$ cat config.mk
export PLATFORM = sky130hd
export DESIGN_NAME = row_strobe_sequencer
export DESIGN_NICKNAME = d
export VERILOG_FILES = /design/src/rtl/row_strobe_sequencer.sv
export SDC_FILE = /design/constraint.sdc
export NUM_CORES = 1
export LEC_CHECK = 0
export BUFFER_PORTS_ARGS = -buffer_cell sky130_fd_sc_hd__buf_2
export CORE_ASPECT_RATIO = 1.2
export CORE_MARGIN = 2
export CORE_UTILIZATION = 55
export DETAILED_ROUTE_END_ITERATION = 7
export GPL_TIMING_DRIVEN = 0
export PLACE_DENSITY = 0.87
export SETUP_SLACK_MARGIN = 0.5
export SLEW_MARGIN = 20
export SYNTH_ARGS = -nofsm -noshare
export SYNTH_HDL_FRONTEND = slang
export SYNTH_SLANG_ARGS = --single-unit
$ cat constraint.sdc
create_clock -name clk -period 5.8 [get_ports clk]
set_clock_uncertainty 0.1 [all_clocks]
set_input_delay 0 -clock clk [delete_from_list [all_inputs] [get_ports clk]]
set_output_delay 0 -clock clk [all_outputs]
set_load 0.02 [all_outputs]
$ cat src/rtl/row_strobe_sequencer.sv
module row_strobe_sequencer #(
  parameter int ROWS      = 576,
  parameter int PAT_LINES = 2,
  parameter int RD_LEN    = 4,
  parameter int RST_LEN   = 5,
  parameter int CLP_LEN   = 5,
  localparam int PHASES    = RD_LEN + RST_LEN + CLP_LEN + 2,
  localparam int LINES_MAX = ROWS + PAT_LINES,
  localparam int LW        = $clog2(LINES_MAX),
  localparam int CW        = $clog2(PHASES)
) (
  input  logic          clk,
  input  logic          rst_n,
  input  logic          start,
  input  logic          mode,
  output logic [LW-1:0] row_idx,
  output logic          row_sel,
  output logic          rd_smp,
  output logic          px_rst,
  output logic          clamp,
  output logic          cal_smp,
  output logic          latch,
  output logic          line_valid,
  output logic          pattern_line,
  output logic          frame_start
);

  localparam int RST_BEG = RD_LEN;
  localparam int CLP_BEG = RD_LEN + RST_LEN;
  localparam int CAL_CYC = CLP_BEG + CLP_LEN;
  localparam int LAT_CYC = CAL_CYC + 1;

  logic          run;
  logic          mode_q;
  logic [LW-1:0] line;
  logic [CW-1:0] cyc;

  wire           last_cyc  = (int'(cyc) == LAT_CYC);
  wire [LW-1:0]  last_line = mode_q ? LW'(LINES_MAX - 1) : LW'(ROWS - 1);
  wire           at_end    = (line == last_line);

  always_ff @(posedge clk or negedge rst_n) begin
    if (!rst_n) begin
      run    <= 1'b0;
      mode_q <= 1'b0;
      line   <= '0;
      cyc    <= '0;
    end else if (start) begin
      run    <= 1'b1;
      mode_q <= mode;
      line   <= '0;
      cyc    <= '0;
    end else if (run) begin
      if (last_cyc) begin
        cyc <= '0;
        if (at_end) begin
          line   <= '0;
          mode_q <= mode;
        end else begin
          line <= line + 1'b1;
        end
      end else begin
        cyc <= cyc + 1'b1;
      end
    end
  end

  wire on_pattern = int'(line) >= ROWS;

  assign row_idx      = line;
  assign line_valid   = run;
  assign pattern_line = run && on_pattern;
  assign row_sel      = run && !on_pattern;
  assign rd_smp       = run && (int'(cyc) <  RST_BEG);
  assign px_rst       = run && (int'(cyc) >= RST_BEG) && (int'(cyc) < CLP_BEG);
  assign clamp        = run && (int'(cyc) >= CLP_BEG) && (int'(cyc) < CAL_CYC);
  assign cal_smp      = run && (int'(cyc) == CAL_CYC);
  assign latch        = run && last_cyc;
  assign frame_start  = run && (line == '0) && (cyc == '0);

  assert_row_step_R1: assert property (@(posedge clk) disable iff (!rst_n)
    (latch && !start && !at_end) |=> (row_idx == LW'($past(row_idx) + 1'b1)));

  assert_one_phase_R2: assert property (@(posedge clk) disable iff (!rst_n)
    line_valid |-> ($countones({rd_smp, px_rst, clamp, cal_smp, latch}) == 1));

  assert_pattern_mode_R4: assert property (@(posedge clk) disable iff (!rst_n)
    pattern_line |-> (mode_q && !row_sel));

  assert_frame_start_line0_R5: assert property (@(posedge clk) disable iff (!rst_n)
    frame_start |-> (row_idx == '0 && rd_smp));

  assert_frame_start_single_R5: assert property (@(posedge clk) disable iff (!rst_n)
    (frame_start && !start) |=> !frame_start);

  assert_mode_hold_R6: assert property (@(posedge clk) disable iff (!rst_n)
    !frame_start |-> $stable(mode_q));

  assert_idle_quiet_R7: assert property (@(posedge clk) disable iff (!rst_n)
    (!line_valid && !start) |=> (!line_valid && row_idx == '0 && !latch && !frame_start));

  assert_restart_R8: assert property (@(posedge clk) disable iff (!rst_n)
    start |=> (frame_start && row_idx == '0));

endmodule

==> results.py, run 1 <==
metrics = {
    "floorplanning": {
        "initial_core_util": 0.585,
        "fp-row-count": 16,
        "die_area_sq_um": 2100,
        "io_pins": 23,
        "die_w_um": 42.1,
        "placeableCoreArea_sq_um": 1640,
        "fp.dieH_um": 49.8,
    },
    "sta": {
        "finalHoldViolCount": 0,
        "fin_crit_ns": 2.67,
        "setup_viol": 0,
        "period_share": 0.460,
        "tightest_slew_ns": 1.06,
        "rsz0062_at_grt": "false",
        "fmax_ghz": 0.375,
        "finalSetupTns_ns": 0,
        "slew_headroom": 0.272,
        "slew_violations": 0,
    },
    "setup_path": {
        "critPathRequiredTime_ns": 5.87,
        "crit_type": "flop to flop",
        "endpoint_kind": "flop",
        "start_kind": "flop",
        "crit_path_max_fanout": 6,
        "rrSetupSlack_ns": 3.13,
        "cp.arrival_ns": 2.74,
        "ff2ff_path_depth": 6,
    },
    "grt": {
        "grt_antenna_before_repair": 0,
        "track_usage": 0.213,
        "grt_pass1_wl_um": 3390,
        "grt_max_degree": 17,
        "overflow": 0,
        "grt_pass1_vias": 782,
    },
    "cells_and_area": {
        "areaGrowthSynthToFinish_pct": 20.7,
        "n_antenna_cell": 0,
        "mostFrequentLayoutCell": "buf_2",
        "layout.nets": 142,
        "final_cell_mix": "buf_2, dfrtp_1, nor2_1, nand2_1, inv_1",
        "finish.utilization": 0.706,
        "fill_cells": 132,
        "drive_gt1_frac": 0.229,
    },
    "place": {
        "place_congestion": 0.835,
        "io_buffers": 22,
        "dp_hpwl_um": 1470,
    },
    "clock_tree": {
        "cts_max_level": 1,
        "clk_latency_ns": 0.29,
        "cts_tree": "built",
        "clk_pin_slew_ns": 0.09,
        "cts_buffers": 3,
        "cts_setup_buffers": 0,
        "clockBufferDepth": 2,
        "root_buffer": "clkbuf_4",
        "post_cts_resized": 0,
        "postCtsHoldBufs": 3,
        "clkSinkCount": 16,
    },
    "synth": {
        "netlist_area_sq_um": 960,
        "synth_area_leaders": "dfrtp_1, ha_1, xor2_1",
        "synth_warnings": 0,
        "synth_seq_cells": 16,
        "postSynthCellCount": 102,
        "syn-num-nets": 112,
        "synth_top_cell_by_area": "dfrtp_1",
        "netlist.area_leader.share": 0.417,
        "synth.distinct_cells": 32,
        "ys_seq_area_frac": 0.417,
        "syn_avg_cell_area_sq_um": 9.41,
    },
    "pwr": {
        "p_total_mw": 0.220,
        "power.density_nw_per_um2": 190,
        "power_leakage_nw": 0.560,
        "peakVddDrop_mv": 0.136,
    },
    "route": {
        "drcViolationCount": 0,
        "drt-initial-drc-count": 20,
        "ant_nets": 0,
        "wl_per_cell_um": 13.7,
        "dr.pass1.iters": 4,
        "vias": 831,
        "via_per_inst": 5.58,
        "drt_wl_total_um": 2040,
    },
    "worst_hold_path": {
        "hold_path.class": "primary input to asynchronous set/reset pin",
    },
    "outcome": {
        "status": "completed",
    },
    "job": {
        "drv_cap": 0,
    },
}
[path summary, 6_finish.rpt]
check | startpoint | end
worst max-delay path | cyc[1]$_DFFE_PN0P_ | row_idx[9]$_DFFE_PN0P_
worst min-delay path | rst_n | cyc[3]$_DFFE_PN0P_
worst max register to register | cyc[1]$_DFFE_PN0P_ | row_idx[9]$_DFFE_PN0P_
worst min register to register | mode_q$_DFFE_PN0P_ | mode_q$_DFFE_PN0P_
max in group asynchronous | rst_n | row_idx[7]$_DFFE_PN0P_
min in group clk | mode | mode_q$_DFFE_PN0P_
[per-stage QoR]
stage	instance area, sq um	instances	setup WS [ns]	hold WS, ns
finish	1160	149	3.13	0.0469
global route	1160	149	2.91	0.0695
CTS	1160	149	3.19	0.0398
detailed placement	1090	142	3.24	-0.173
global placement	1090	142	3.28	-0.174
floorplan	960	102	3.42	-0.396
[layer usage]
metal | wire, um | GRT usage | share of wire
met5 | 0 | 0 | 0
met4 | 45 | 0.0938 | 0.022
met3 | 62 | 0.0256 | 0.030
met2 | 1030 | 0.357 | 0.50
met1 | 905 | 0.275 | 0.44
[power breakdown]
part	switching [mW]	internal, mW	leakage [nW]	total, mW
Clock	0.0344	0.0383	0.0210	0.0727
Sequential	0.00415	0.115	0.213	0.119
Combinational	0.0166	0.0122	0.326	0.0288
[area by class of cell]
class                   count  area [sq um]  area share
clock buffers               4          36.3      0.0313
inverters                   7          26.3      0.0227
flip-flops and latches     16           400       0.346
well taps                  18          22.5      0.0194
multi-input cells          76           520       0.449
plain buffers               3          12.5      0.0108
repair buffers             25           140       0.121
[worst max-delay path, cell delays in order, from the launching register on]
cell,delay [ns]
dfrtp_1,0.44
ha_1,0.20
nand4_1,0.28
a2111oi_0,1.02
nor3b_1,0.32
xnor2_1,0.14
nor2_1,0.05
[flip-flops by register name, indices dropped and copies added, names as in the netlist]
register,count
row_idx,10
cyc,4
line_valid,1
mode_q,1
[Yosys cell counts]
cell type / n
xor2_1: 6
or2_2: 1
nor4_1: 1
and4_1: 1
or4b_1: 1
nand4_1: 6
nand4b_1: 1
mux2i_1: 2
nor2_1: 13
a211oi_1: 1
and2_1: 1
a2111oi_0: 1
o21ai_4: 1
nand2_1: 12
mux2_4: 1
buf_2: 1
ha_1: 6
inv_1: 7
a21boi_0: 1
nand3b_1: 2
and3_1: 1
xnor2_1: 4
a211o_1: 1
a31oi_1: 1
nand3_1: 1
dfrtp_1: 16
a21oi_1: 2
o2111ai_1: 1
or3_1: 2
nor3b_1: 3
nor3_1: 2
clkbuf_1: 2
[cell families after synthesis]
logic type	count (synthesis)	share of synthesized area
xor gates and xnor gates	10	0.0913
AOI/OAI and AO/OA	9	0.0769
adders and majority gates	6	0.0782
DFF	16	0.417
and+or+nand+nor	48	0.259
buffers and inverters	10	0.0404
muxes	3	0.0365
Note: power is estimated with default switching activity, not from simulation.
==> run 2: changes to the inputs <==
--- a/config.mk
+++ b/config.mk
@@ -8,10 +8,10 @@
 export BUFFER_PORTS_ARGS = -buffer_cell sky130_fd_sc_hd__buf_2
 export CORE_ASPECT_RATIO = 1.2
 export CORE_MARGIN = 2
-export CORE_UTILIZATION = 55
+export CORE_UTILIZATION = 51
 export DETAILED_ROUTE_END_ITERATION = 7
 export GPL_TIMING_DRIVEN = 0
-export PLACE_DENSITY = 0.87
+export PLACE_DENSITY = 0.82
 export SETUP_SLACK_MARGIN = 0.5
 export SLEW_MARGIN = 20
 export SYNTH_ARGS = -nofsm -noshare
==> constraint.sdc (replaced) <==
create_clock -name clk -period 2.7 [get_ports clk]
set_clock_uncertainty 0.1 [all_clocks]
set_input_delay 0 -clock clk [delete_from_list [all_inputs] [get_ports clk]]
set_output_delay 0 -clock clk [all_outputs]
set_load 0.02 [all_outputs]
==> run 2 against run 1 <==
Against the previous run: core utilization shrank 2.5 points; wire length increased by 9.9%; register-to-register slack worse by 2.7 ns; clock power rose by 120%; sequential power is 110% higher; die area rose by 7.2%; non-clock buffer count up 7; largest power group unchanged.
==> results.py, run 2 (same netlist as run 1, synthesis figures left out) <==
metrics = {
    "outcome": {
        "status": "completed",
    },
    "sta": {
        "finalHoldViolCount": 0,
        "fin_crit_ns": 2.23,
        "tightest_slew_ns": 0.439,
        "slew_violations": 0,
        "slew_headroom": 0.705,
        "rsz0062_at_grt": "true",
        "setup_viol": 0,
        "period_share": 0.827,
        "finalSetupTns_ns": 0,
        "fmax_ghz": 0.448,
    },
    "pwr": {
        "intPower_mw": 0.357,
        "swShare": 0.266,
        "sequentialPowerShare": 0.523,
        "p_clk_frac": 0.336,
        "peakVddDrop_mv": 0.331,
        "p_total_mw": 0.486,
        "power.density_nw_per_um2": 395,
        "switching_power_mw": 0.129,
        "power_leakage_nw": 0.591,
        "p_comb_frac": 0.140,
    },
    "setup_path": {
        "crit_path_max_fanout": 2,
        "critPathTopFamily": "simple AND/OR/NAND/NOR gates",
        "cp_num_buf_inv": 0,
        "crit_type": "flop to flop",
        "rrSetupSlack_ns": 0.47,
        "crit_slowest_cell": "or4b_1",
        "endpoint_kind": "flop",
        "cpPeakStageDelay_ns": 0.50,
        "path_cells": "or4b_1, or3_1, a211o_1, o21ai_4, mux2_4",
        "cp.arrival_ns": 2.32,
        "start_kind": "flop",
        "critPathRequiredTime_ns": 2.79,
    },
    "place": {
        "place_congestion": 0.821,
        "dp_hpwl_um": 1570,
        "dp_cells": 143,
        "dpl_cell_area_sq_um": 1090,
        "io_buffers": 22,
    },
    "route": {
        "drcViolationCount": 0,
        "routed.top_layer": "met4",
        "wl_per_cell_um": 14.3,
        "wl_met2_um": 1220,
        "drt_wl_total_um": 2240,
        "dr.pass1.iters": 4,
        "via_per_inst": 5.59,
        "ant_nets": 0,
        "drt-initial-drc-count": 12,
        "route.met3.wl_um": 88,
        "drt-met1-wl_um": 887,
        "vias": 878,
    },
    "grt": {
        "grt_pass1_wl_um": 3820,
        "grt_pass1_vias": 886,
        "track_usage": 0.235,
        "overflow": 0,
        "grt_antenna_before_repair": 0,
        "grt_max_degree": 17,
    },
    "cells_and_area": {
        "final_cell_mix": "buf_2, dfrtp_1, nor2_1, nand2_1, buf_4",
        "drive_gt1_frac": 0.297,
        "n_antenna_cell": 0,
        "areaGrowthSynthToFinish_pct": 28.3,
        "finish.utilization": 0.681,
        "fin_cells": 157,
        "layout.nets": 149,
        "finalInstanceArea_sq_um": 1230,
        "largest_reg_flops": 10,
        "mostFrequentLayoutCell": "buf_2",
        "fill_cells": 149,
    },
    "clock_tree": {
        "clkSinkCount": 16,
        "clockBufferDepth": 2,
        "cts_buffers": 3,
        "clk_pin_slew_ns": 0.10,
        "clk_latency_ns": 0.29,
        "cts_tree": "built",
        "root_buffer": "clkbuf_4",
        "cts_max_level": 1,
    },
    "floorplanning": {
        "fp-row-count": 17,
        "io_pins": 23,
        "die_w_um": 43.6,
        "die_area_sq_um": 2250,
        "fp.dieH_um": 51.5,
        "initial_core_util": 0.531,
        "placeableCoreArea_sq_um": 1810,
    },
    "worst_hold_path": {
        "hold_path.class": "primary input to asynchronous set/reset pin",
    },
    "job": {
        "drv_cap": 0,
    },
}
==> run 2: cell count changes in the layout (fill, tap and decap cells not counted) <==
cell,previous run,this run
dfrtp_2,0,2
buf_4,0,8
dfrtp_1,16,14
dlygate4sd3_1,3,2
a2111oi_0,1,0
a2111oi_4,0,1
==> run 2: final cells by class <==
| cell class | instances | area (sq um) | share of cell area |
|---|---|---|---|
| Buffer | 3 | 12.5 | 0.0102 |
| Clock buffer | 4 | 36.3 | 0.0295 |
| Inverter | 7 | 26.3 | 0.0213 |
| Multi-Input combinational cell | 76 | 539 | 0.438 |
| Sequential cell | 16 | 403 | 0.327 |
| Tap cell | 19 | 23.8 | 0.0193 |
| Timing Repair Buffer | 32 | 190 | 0.154 |
==> run 2: timing repair <==
item	CTS	global route
hold buffers	2	0
pin swaps	2	1
setup buffers	6	2
hold endpoints to repair	17	0
resized for setup	4	0
endpoints found under the setup margin	4	8
==> run 2: worst paths after layout <==
check | startpoint | cells past startpoint | end
worst max-delay path | mode_q$_DFFE_PN0P_ | 5 | mode_q$_DFFE_PN0P_
worst min-delay path | rst_n | 2 | row_idx[1]$_DFFE_PN0P_
worst max register to register | mode_q$_DFFE_PN0P_ | 5 | mode_q$_DFFE_PN0P_
worst min register to register | row_idx[0]$_DFFE_PN0P_ | 2 | row_idx[0]$_DFFE_PN0P_
max in group asynchronous | rst_n | 2 | row_idx[6]$_DFFE_PN0P_
min in group clk | start | 4 | mode_q$_DFFE_PN0P_
==> run 2: stage by stage <==
stage / hold WS (ns) / setup slack, ns
after detailed placement: -0.169 / 0.160
after CTS: 0.0383 / 0.433
after floorplan: -0.396 / 0.361
after global routing: 0.0759 / 0.407
after global placement: -0.173 / 0.200
final: 0.0312 / 0.466
==> run 2: power groups by stage <==
stage	sequential (mW)	combinational (mW)	clock [mW]
final	0.254	0.0682	0.163
after global routing	0.256	0.0775	0.176
after CTS	0.254	0.0690	0.165
after detailed placement	0.260	0.0621	0
after global placement	0.259	0.0580	0
after floorplan	0.259	0.0388	0
==> run 2: layer usage <==
| metal | GRT usage | vias to the layer above |
|---|---|---|
| li1 | - | 425 |
| met1 | 0.252 | 423 |
| met2 | 0.422 | 23 |
| met3 | 0.0556 | 7 |
| met4 | 0.116 | 0 |
| met5 | 0 | - |
